===== config.mk =====
export PLATFORM = sky130hd
export DESIGN_NAME = int_cause_arbiter
export DESIGN_NICKNAME = d
export VERILOG_FILES = /design/src/rtl/int_arb_pkg.sv /design/src/rtl/int_arb_nmi_latch.sv /design/src/rtl/int_arb_ctrl.sv /design/src/rtl/int_arb_dp.sv /design/src/rtl/int_cause_arbiter.sv
export SDC_FILE = /design/constraint.sdc
export NUM_CORES = 1
export LEC_CHECK = 0
export ABC_AREA = 1
export BUFFER_PORTS_ARGS = -buffer_cell sky130_fd_sc_hd__buf_2
export CAP_MARGIN = 20
export CELL_PAD_IN_SITES_DETAIL_PLACEMENT = 0
export CELL_PAD_IN_SITES_GLOBAL_PLACEMENT = 1
export CORE_MARGIN = 2
export CORE_UTILIZATION = 27
export CTS_CLUSTER_SIZE = 25
export DETAILED_ROUTE_END_ITERATION = 12
export HOLD_SLACK_MARGIN = 0.05
export MAX_ROUTING_LAYER = met4
export PLACE_DENSITY_LB_ADDON = 0.1
export SYNTH_ARGS = -nofsm -noshare
export SYNTH_HDL_FRONTEND = slang
export SYNTH_SLANG_ARGS = --single-unit
export TNS_END_PERCENT = 100

===== constraint.sdc =====
create_clock -name clk -period 1.4 [get_ports clk]
set_clock_uncertainty 0.2 [all_clocks]
set_input_delay 0.07 -clock clk [delete_from_list [all_inputs] [get_ports clk]]
set_output_delay 0.07 -clock clk [all_outputs]
set_load 0.03 [all_outputs]

===== src/rtl/int_arb_pkg.sv =====
package int_arb_pkg;
  typedef enum logic [2:0] {
    SEL_NONE, SEL_ARITH, SEL_SOFT, SEL_OVF, SEL_NMI, SEL_INTR, SEL_STEP
  } causeSel_e;

  // control -> datapath strobes
  typedef struct packed {
    logic      fire;
    logic      extSel;
    causeSel_e sel;
  } arbStrobe_t;
endpackage


===== src/rtl/int_arb_nmi_latch.sv =====
module int_arb_nmi_latch (
  input  logic clk,
  input  logic rstN,
  input  logic nmiPin,
  input  logic consume,
  output logic nmiActive
);
  logic nmiPrev;
  logic nmiPend;
  logic nmiRise;

  assign nmiRise   = nmiPin & ~nmiPrev;
  assign nmiActive = nmiPend | nmiRise;

  always_ff @(posedge clk) begin
    if (!rstN) begin
      nmiPrev <= 1'b0;
      nmiPend <= 1'b0;
    end else begin
      nmiPrev <= nmiPin;
      nmiPend <= nmiActive & ~consume;
    end
  end
endmodule


===== src/rtl/int_arb_ctrl.sv =====
module int_arb_ctrl
  import int_arb_pkg::*;
(
  input  logic       instrDone,
  input  logic       arithErr,
  input  logic       swIntValid,
  input  logic       ovfTrap,
  input  logic       ovfFlag,
  input  logic       nmiActive,
  input  logic       intrPin,
  input  logic       ieFlag,
  input  logic       tfFlag,
  output arbStrobe_t strb,
  output logic       nmiConsume
);
  causeSel_e pick;

  always_comb begin
    if (arithErr)                 pick = SEL_ARITH;
    else if (swIntValid)          pick = SEL_SOFT;
    else if (ovfTrap && ovfFlag)  pick = SEL_OVF;
    else if (nmiActive)           pick = SEL_NMI;
    else if (intrPin && ieFlag)   pick = SEL_INTR;
    else if (tfFlag)              pick = SEL_STEP;
    else                          pick = SEL_NONE;
  end

  always_comb begin
    strb.sel    = instrDone ? pick : SEL_NONE;
    strb.fire   = instrDone && (pick != SEL_NONE);
    strb.extSel = instrDone && (pick == SEL_INTR);
    nmiConsume  = instrDone && (pick == SEL_NMI);
  end
endmodule


===== src/rtl/int_arb_dp.sv =====
module int_arb_dp
  import int_arb_pkg::*;
#(
  parameter int TYPE_W     = 8,
  parameter int ARITH_TYPE = 0,
  parameter int STEP_TYPE  = 1,
  parameter int NMI_TYPE   = 2,
  parameter int OVF_TYPE   = 4
) (
  input  logic              clk,
  input  logic              rstN,
  input  arbStrobe_t        strb,
  input  logic [TYPE_W-1:0] swIntType,
  output logic              takeIrq,
  output logic [TYPE_W-1:0] irqType,
  output logic              extVector
);
  logic [TYPE_W-1:0] typeMux;

  always_comb begin
    case (strb.sel)
      SEL_ARITH: typeMux = TYPE_W'(ARITH_TYPE);
      SEL_SOFT:  typeMux = swIntType;
      SEL_OVF:   typeMux = TYPE_W'(OVF_TYPE);
      SEL_NMI:   typeMux = TYPE_W'(NMI_TYPE);
      SEL_STEP:  typeMux = TYPE_W'(STEP_TYPE);
      default:   typeMux = irqType;
    endcase
  end

  always_ff @(posedge clk) begin
    if (!rstN) begin
      takeIrq   <= 1'b0;
      irqType   <= '0;
      extVector <= 1'b0;
    end else begin
      takeIrq <= strb.fire;
      if (strb.fire) begin
        extVector <= strb.extSel;
        irqType   <= typeMux;
      end
    end
  end
endmodule


===== src/rtl/int_cause_arbiter.sv =====
module int_cause_arbiter
  import int_arb_pkg::*;
#(
  parameter int TYPE_W = 8
) (
  input  logic              clk,
  input  logic              rstN,
  input  logic              instrDone,
  input  logic              arithErr,
  input  logic              swIntValid,
  input  logic [TYPE_W-1:0] swIntType,
  input  logic              ovfTrap,
  input  logic              ovfFlag,
  input  logic              nmiPin,
  input  logic              intrPin,
  input  logic              ieFlag,
  input  logic              tfFlag,
  output logic              takeIrq,
  output logic [TYPE_W-1:0] irqType,
  output logic              extVector
);
  arbStrobe_t strb;
  logic       nmiActive;
  logic       nmiConsume;

  int_arb_nmi_latch u_nmi (
    .clk(clk), .rstN(rstN), .nmiPin(nmiPin),
    .consume(nmiConsume), .nmiActive(nmiActive)
  );

  int_arb_ctrl u_ctrl (
    .instrDone(instrDone), .arithErr(arithErr), .swIntValid(swIntValid),
    .ovfTrap(ovfTrap), .ovfFlag(ovfFlag), .nmiActive(nmiActive),
    .intrPin(intrPin), .ieFlag(ieFlag), .tfFlag(tfFlag),
    .strb(strb), .nmiConsume(nmiConsume)
  );

  int_arb_dp #(.TYPE_W(TYPE_W)) u_dp (
    .clk(clk), .rstN(rstN), .strb(strb), .swIntType(swIntType),
    .takeIrq(takeIrq), .irqType(irqType), .extVector(extVector)
  );
endmodule


==> flow_summary.ini, run 1 <==
[yosys]
syn_inst = 104
synthArstFlopShare_pct = 0
synth_top_family_by_area = simple AND/OR/NAND/NOR gates
synth_fa_ha_area_share_pct = 0
syn-num-nets = 123
synthDistinctLibCells = 16
synth_edf_count = 0
synth.most_common_cell = nand2_1
synth_seq_cells = 12
syn_area_um2 = 666
ys_warn_count = 0
synth_largest_area_cell = dfxtp_1
synth_area_leaders = dfxtp_1 36%, nand2_1 16%, nor2_1 10%
yosys.area_share.simple_pct = 47.7
synthMuxAreaShare_pct = 0
syn_avg_cell_area_um2 = 6.40
synth-compound-area-share_pct = 6.39
yosysTopAreaCellShare_pct = 36.1
ys_seq_area_share_pct = 36.1
synth_ff_type = dfxtp_1
synth_xor_area_share_pct = 0
synth_common_cells = 28 x nand2_1, 18 x nor2_1, 14 x inv_1

[routing]
routed_wl_um = 1910
vias = 809
drc = 0
drt-initial-drc-count = 2
via_per_inst = 4.42
ant_nets = 0
wire_per_inst_um = 10.4
first_pass_iters = 3

[global_route]
grt_max_degree = 12
grt_overflow = 0
antenna_found_initial = 0
grt_usage_pct = 15.8
grt_pass1_wl_um = 3160
grt_pass1_vias = 765

[sta]
holdWs_ps = -68.8
rsz0062_at_grt = true
maxSlewViolCount = 0
final.min_clock_period_ps = 1550
hold_viol = 10
fin_crit_sh_pct = 111
fin_ws_ps = -148
setup_tns_ps = -1190
slew_headroom_pct = 83.5
timing.fmax_mhz = 646
setup_violations = 11
tightest_slew_ps = 248

[cts]
worstSkewPairLatency_ps = 270
cts_tree = built
path_clk_slew_ps = 70
clock-sinks = 12
h-tree-depth = 1
numCtsBuffers = 3
cts_buffer_depth = 2
cts_hold_buf = 4
cts_root_buffer = clkbuf_4

[setup_path]
worstPathBufferInverterCount = 2
r2r_cells = 10
cp-end-kind = register
start_kind = register
crit_path_start = u_nmi.nmiPrev$_SDFF_PN0_
crit_fanout = 8
cpMaxStageDelayCell = dfxtp_2
crit_type = reg -> reg
crit_family = simple AND/OR/NAND/NOR gates
crit_arrival_ps = 1560
cp-endpoint = u_dp.irqType[0]$_SDFFE_PN0P_
critical_path.reg2reg.startpoint = u_nmi.nmiPrev$_SDFF_PN0_
crit_chain = inv_2, nand2_4, nand4_1, nand2_4, clkinv_4, nand3_4, nand3_4, nand2_2, nand2_2, nor2_2
worstPathRequired_ps = 1410
cp_num_cells = 10
r2r_end = u_dp.irqType[0]$_SDFFE_PN0P_
rrSetupSlack_ps = -150
slowest_delay_ps = 320

[job]
max_cap_violations = 0

[floorplan]
die_area_um2 = 2880
die_w_um = 53.7
core_um2 = 2280
start_util_pct = 29.2
row_count = 17
die_h_um = 53.7
io_pins = 29

[placement]
hpwlAfterDp_um = 1300
globalplace.congestion = 0.682
dpl_worst_slack_ps = -218
placedCellCount = 169
placed_cell_area_um2 = 932
portBuffers = 28

[worst_hold_path]
hp-start = rstN
hp-class = in -> reg

[pwr]
p_total_mw = 0.918
ir_worst_vdd_uv = 631
p_leak_nw = 0.607
p_per_area_nw_per_um2 = 767

[final_layout]
synthToLayoutAreaGrowth_pct = 79.7
final_util_pct = 52.6
drive_above_1_share_pct = 53.5
num_antenna_cells = 0
final_area_um2 = 1200
fill_cells = 237
instances_no_fill = 183
finalNetCount = 176

[run_status]
status = finished with violations
violations = hold timing, setup timing
## logic make-up (layout without fill, tap and decap cells)
logic type | after synthesis | count (layout)
AND/OR/NAND/NOR | 68 | 69
buffers and inverters | 16 | 66
flip-flops | 12 | 12
AO/OA/AOI/OAI | 8 | 8
## power by group
| part | switching (mW) | internal (mW) |
|---|---|---|
| combinational | 0.187 | 0.142 |
| sequential | 0.0113 | 0.366 |
| clock | 0.112 | 0.0996 |
## layer usage
layer,vias up,wire length (um),GRT usage [%]
li1,441,-,-
met1,348,890,17.8
met2,18,907,27.0
met3,2,93,5.83
met4,0,14,2.56
met5,-,0,-
## flip-flops by register name (all words and copies together) (netlist names)
signal	cells
u_dp.irqType	8
u_nmi.nmiPrev	1
u_dp.extVector	1
u_nmi.nmiPend	1
u_dp.takeIrq	1
## worst min path at each step
stage                                   endpoint  cells past startpoint  slack, ps
CTS                 u_dp.irqType[6]$_SDFFE_PN0P_                      3        -70
global route            u_nmi.nmiPrev$_SDFF_PN0_                      3        -50
floorplan               u_nmi.nmiPrev$_SDFF_PN0_                      2        -30
detailed placement      u_nmi.nmiPrev$_SDFF_PN0_                      3         80
finish                  u_nmi.nmiPrev$_SDFF_PN0_                      3        -70
global placement        u_nmi.nmiPrev$_SDFF_PN0_                      3         70
## cell usage in the layout (no fill, tap or decap), drive strengths merged
cell type	n
buf	45
nand2	30
nor2	19
inv	14
dfxtp	12
nand3	12
nand4	7
a21oi	7
clkbuf	3
dlygate4sd3	3
clkinv	1
nor3	1
o211ai	1
## tightest hold or removal path, delay by kind of cell
family                 cells  cell delay [ps]
AND/OR/NAND/NOR            1               80
buffers and inverters      2              210
## cell type report
type	instances	area (um2)	area share, %
flip-flops and latches	12	241	20.2
clock buffers	3	22.5	1.88
multi-input cells	77	519	43.4
inverters	15	61.3	5.13
well taps	28	35.0	2.93
repair buffers	48	317	26.5
## what timing repair did
action / in CTS / in global routing
setup buffers: 8 / 2
gates resized for setup: 20 / 19
endpoints found under the setup margin: 11 / 12
pin swaps: 10 / 11
endpoints found under the hold margin: 12 / 10
cloned: 1 / 0
Power figures use the tool's default switching activity.
==> inputs of run 2 (changes only) <==
--- a/config.mk
+++ b/config.mk
@@ -7,11 +7,12 @@
 export LEC_CHECK = 0
 export ABC_AREA = 1
 export BUFFER_PORTS_ARGS = -buffer_cell sky130_fd_sc_hd__buf_2
-export CAP_MARGIN = 20
+export CAP_MARGIN = 10
 export CELL_PAD_IN_SITES_DETAIL_PLACEMENT = 0
 export CELL_PAD_IN_SITES_GLOBAL_PLACEMENT = 1
 export CORE_MARGIN = 2
 export CORE_UTILIZATION = 27
+export CTS_BUF_LIST = sky130_fd_sc_hd__clkbuf_8 sky130_fd_sc_hd__clkbuf_16
 export CTS_CLUSTER_SIZE = 25
 export DETAILED_ROUTE_END_ITERATION = 12
 export HOLD_SLACK_MARGIN = 0.05
==> run 2 against run 1 <==
The flow still finishes with violations (hold timing, setup timing). Design area up 2.5%. Sequential power about the same. Register-to-register slack about the same. Critical path depth unchanged. Critical path type unchanged. Critical endpoint unchanged. Largest power group unchanged.
==> flow_summary.ini, run 2 (synthesis results as in run 1) <==
[routing]
vias = 792
ant_nets = 0
drt-initial-drc-count = 2
first_pass_iters = 4
drc = 0
routed_wl_um = 1890
via_per_inst = 4.33
wire_per_inst_um = 10.3

[setup_path]
crit_type = reg -> reg
start_kind = register
crit_fanout = 8
r2r_end = u_dp.irqType[0]$_SDFFE_PN0P_
critical_path.reg2reg.startpoint = u_nmi.nmiPrev$_SDFF_PN0_
worstPathRequired_ps = 1380
r2r_cells = 10
cp-end-kind = register
rrSetupSlack_ps = -150
crit_arrival_ps = 1520

[sta]
fin_ws_ps = -146
setup_violations = 10
hold_viol = 10
maxSlewViolCount = 0
final.min_clock_period_ps = 1550
fin_crit_sh_pct = 110
holdWs_ps = -37.1
tightest_slew_ps = 235
slew_headroom_pct = 84.3
timing.fmax_mhz = 647
setup_tns_ps = -1020
rsz0062_at_grt = true

[final_layout]
final_area_um2 = 1230
num_antenna_cells = 0
synthToLayoutAreaGrowth_pct = 84.2
largest_reg_flops = 8
drive_above_1_share_pct = 52.9
final_util_pct = 53.9
largest_register = u_dp.irqType
finalNetCount = 176
final_common_cell = buf_2
final_cell_mix = 28 x buf_2, 19 x nand2_1, 12 x inv_1, 12 x nor2_1, 12 x buf_4
fill_cells = 242

[pwr]
p_leak_nw = 0.621
p_per_area_nw_per_um2 = 827
ir_worst_vdd_uv = 761
p_total_mw = 1.01

[job]
max_cap_violations = 0

[floorplan]
die_area_um2 = 2880
die_h_um = 53.7
io_pins = 29
start_util_pct = 29.2
core_um2 = 2280
die_w_um = 53.7
row_count = 17

[cts]
cts_hold_buf = 3
cts_tree = built
clock-sinks = 12
path_clk_slew_ps = 50
cts_root_buffer = clkbuf_8
numCtsBuffers = 3
worstSkewPairLatency_ps = 230
cts_buffer_depth = 2
h-tree-depth = 1

[worst_hold_path]
holdPathEnd = u_nmi.nmiPrev$_SDFF_PN0_
hold_path_depth = 3
hp-class = in -> reg
hp-start = rstN

[global_route]
grt_pass1_vias = 810
grt_max_degree = 12
antenna_found_initial = 0
grt_overflow = 0
grt_usage_pct = 16.2
grt_pass1_wl_um = 3260

[placement]
portBuffers = 28
globalplace.congestion = 0.682
hpwlAfterDp_um = 1300
placed_cell_area_um2 = 932

[run_status]
status = finished with violations
violations = hold timing, setup timing
-- run 2: layer usage --
metal  vias to the layer above  routed length, um  GRT usage, %
li1                        437                  -             -
met1                       335                860          17.3
met2                        18                922          29.2
met3                         2                 95          5.83
met4                         0                  9          2.56
met5                         -                  0             -
-- run 2: area by class of cell --
cell class / instances / area, um2 / area share (%)
sequential: 12 / 241 / 19.7
clock buffer: 3 / 41.3 / 3.37
multi-input combinational: 77 / 513 / 41.8
inverter: 15 / 61.3 / 5.00
tap: 28 / 35.0 / 2.86
timing repair buffer: 48 / 334 / 27.2
-- run 2: how the worst max path moves through the flow --
stage | from | to | slack [ps] | depth (start not counted)
floorplan | u_nmi.nmiPrev$_SDFF_PN0_ | u_dp.irqType[0]$_SDFFE_PN0P_ | -60 | 9
global placement | u_nmi.nmiPrev$_SDFF_PN0_ | u_dp.irqType[0]$_SDFFE_PN0P_ | -140 | 9
detailed placement | u_nmi.nmiPrev$_SDFF_PN0_ | u_dp.irqType[6]$_SDFFE_PN0P_ | -220 | 10
CTS | u_nmi.nmiPrev$_SDFF_PN0_ | u_dp.irqType[2]$_SDFFE_PN0P_ | -120 | 11
global route | u_nmi.nmiPrev$_SDFF_PN0_ | u_dp.irqType[0]$_SDFFE_PN0P_ | -270 | 10
finish | u_nmi.nmiPrev$_SDFF_PN0_ | u_dp.irqType[0]$_SDFFE_PN0P_ | -150 | 10
-- run 2: through the flow --
step                      std cells  setup slack [ps]  hold slack, ps
final                           183              -146           -37.1
after global routing            183              -269           -24.9
after CTS                       182              -118           -33.9
after detailed placement        169              -218            81.2
after global placement          169              -137            70.4
after floorplan                 104             -60.1           -32.4
-- run 2: report_power, final --
| part | switching, mW | internal [mW] | leakage, nW |
|---|---|---|---|
| registers | 0.0116 | 0.367 | 0.0994 |
| clock network | 0.118 | 0.189 | 0.0216 |
| logic | 0.187 | 0.142 | 0.501 |
-- run 2: repair_timing --
item | 4_1_cts | 5_1_grt
cloned | 1 | 0
hold endpoints to repair | 12 | 10
endpoints found under the setup margin | 11 | 11
resized for setup | 14 | 21
pin swaps | 12 | 9
setup buffers | 6 | 1
-- run 2: worst max-delay path, stage by stage, from the launching register on --
cell,delay [ps]
dfxtp_2,310
inv_2,40
nand2_4,60
nand4_1,170
nand2_4,150
clkinv_4,80
nand3_4,90
nand3_4,140
nand2_2,100
nand2_2,50
nor2_2,90
==> inputs of run 3 (changes only) <==
--- a/config.mk
+++ b/config.mk
@@ -18,6 +18,7 @@
 export HOLD_SLACK_MARGIN = 0.05
 export MAX_ROUTING_LAYER = met4
 export PLACE_DENSITY_LB_ADDON = 0.1
+export SETUP_SLACK_MARGIN = 0.15
 export SYNTH_ARGS = -nofsm -noshare
 export SYNTH_HDL_FRONTEND = slang
 export SYNTH_SLANG_ARGS = --single-unit
==> run 3 against run 2 <==
Register-to-register slack gained 30 ps. Die area is the same. Core utilization grew 1.9 points. The flow finishes with violations (setup timing). Power grew 0.34%. Clock power is essentially flat. Flip-flop and latch count is the same. Final cell count grew 4.4%. Sequential power is essentially flat. Highest routed layer unchanged. Non-clock buffer count grew 9. Design area grew 3.6%.
==> flow_summary.ini, run 3 (synthesis results as in run 1) <==
[global_route]
antenna_found_initial = 0
grt_pass1_wl_um = 3310
grt_usage_pct = 16.1
grt_max_degree = 12
grt_pass1_vias = 776
grt_overflow = 0

[placement]
globalplace.congestion = 0.741
dpl_worst_slack_ps = -245
hpwlAfterDp_um = 1330
portBuffers = 28

[setup_path]
crit_arrival_ps = 1450
critical_path.reg2reg.startpoint = u_nmi.nmiPrev$_SDFF_PN0_
cpMostUsedCell = buf_4
crit_fanout = 3
rrSetupSlack_ps = -110
crit_path_start = u_nmi.nmiPrev$_SDFF_PN0_
cpMaxStageDelayCell = dfxtp_1
r2r_end = u_nmi.nmiPend$_SDFF_PN0_
crit_chain = inv_1, nand2_2, nand2_2, buf_4, buf_4, buf_4, buf_4, buf_4, nand3_1, inv_1
cp-end-kind = register
worstPathRequired_ps = 1330
r2r_cells = 10
start_kind = register
slowest_delay_ps = 300
crit_type = reg -> reg

[floorplan]
row_count = 17
die_h_um = 53.7
die_w_um = 53.7
core_um2 = 2280
die_area_um2 = 2880
start_util_pct = 29.2
io_pins = 29

[final_layout]
fill_cells = 219
final_common_cell = buf_2
seq_area_um2 = 240
final_util_pct = 55.8
multi_input_area_um2 = 483
drive_above_1_share_pct = 46.0
final_cell_mix = 28 x buf_2, 21 x nand2_1, 14 x inv_1, 14 x nor2_1, 14 x buf_4
synthToLayoutAreaGrowth_pct = 90.8
finalNetCount = 184
num_antenna_cells = 0
largest_reg_flops = 8
largest_register = u_dp.irqType

[cts]
numCtsBuffers = 3
clock-sinks = 12
cts_tree = built
path_clk_slew_ps = 50
cts_buffer_depth = 2
worstSkewPairLatency_ps = 230
h-tree-depth = 1
cts_root_buffer = clkbuf_8

[sta]
timing.fmax_mhz = 661
slew_headroom_pct = 84.3
hold_viol = 0
rsz0062_at_grt = true
final.min_clock_period_ps = 1510
setup_violations = 10
maxSlewViolCount = 0
fin_crit_sh_pct = 108
tightest_slew_ps = 234
fin_ws_ps = -113

[worst_hold_path]
hp-class = in -> reg
holdPathEnd = u_dp.irqType[0]$_SDFFE_PN0P_
hold_path_depth = 6
hp-start = instrDone

[routing]
first_pass_iters = 4
via_per_inst = 4.52
vias = 864
drt-initial-drc-count = 6
wire_per_inst_um = 10.0
ant_nets = 0
drc = 0
routed_wl_um = 1920

[run_status]
status = finished with violations
violations = setup timing

[pwr]
p_per_area_nw_per_um2 = 801
p_leak_nw = 0.655
ir_worst_vdd_uv = 457

[job]
max_cap_violations = 0
## run 3: cell types whose count changed in the layout (fill, tap and decap cells not counted), sizes merged
cell and delta:
nand3 -1, dlygate4sd3 +8, buf +1
## run 3: area by class of cell
| cell class | count | area share (%) |
|---|---|---|
| inverter | 15 | 4.83 |
| clock buffer | 3 | 3.25 |
| timing repair buffer | 57 | 32.2 |
| multi-input combinational | 76 | 38.0 |
| sequential | 12 | 18.9 |
| tap | 28 | 2.76 |
## run 3: repair_timing
| item | CTS | global route |
|---|---|---|
| hold buffers | 11 | 0 |
| pin swaps | 12 | 9 |
| setup endpoints to repair | 11 | 11 |
| buffers inserted | 7 | 1 |
| hold endpoints to repair | 12 | 0 |
| resized for setup | 17 | 10 |
## run 3: power breakdown
part           internal (mW)  switching (mW)  leakage [nW]  total (mW)
registers              0.366          0.0101        0.0991       0.377
logic                  0.151           0.183         0.534       0.333
clock network          0.189           0.118        0.0216       0.307
total                  0.706           0.311         0.655        1.02
## run 3: per-stage QoR
step / TNS (ps) / std cells / total power, mW / hold WS, ps / area (um2)
floorplan: -364 / 104 / 0.534 / -32.4 / 686
global placement: -1510 / 169 / 0.627 / 70.2 / 932
detailed placement: -1610 / 169 / 0.626 / 77.3 / 932
CTS: -995 / 190 / 1.02 / 179 / 1220
global route: -2080 / 191 / 1.09 / 210 / 1270
finish: -804 / 191 / 1.02 / 190 / 1270
## run 3: metal layers
layer  track usage, %  share of wire (%)  up-vias
met3             5.00                3.8        2
li1                 -                  -      456
met4             2.56               0.63        0
met1             19.5                 46      390
met5                -                  0        -
met2             26.7                 49       16
## run 3: how the worst max path moves through the flow
stage,to,slack [ps],cells after the start
after global routing,u_dp.irqType[7]$_SDFFE_PN0P_,-220,10
after detailed placement,u_dp.irqType[6]$_SDFFE_PN0P_,-250,10
final,u_nmi.nmiPend$_SDFF_PN0_,-110,10
after floorplan,u_dp.irqType[0]$_SDFFE_PN0P_,-60,9
after CTS,u_dp.irqType[3]$_SDFFE_PN0P_,-110,10
after global placement,u_dp.irqType[6]$_SDFFE_PN0P_,-240,10
## run 3: critical path: cells and delay by family (launching register included)
family / cells / cell delay, ps
flip-flops: 1 / 300
AND/OR/NAND/NOR: 3 / 220
buffers and inverters: 7 / 690
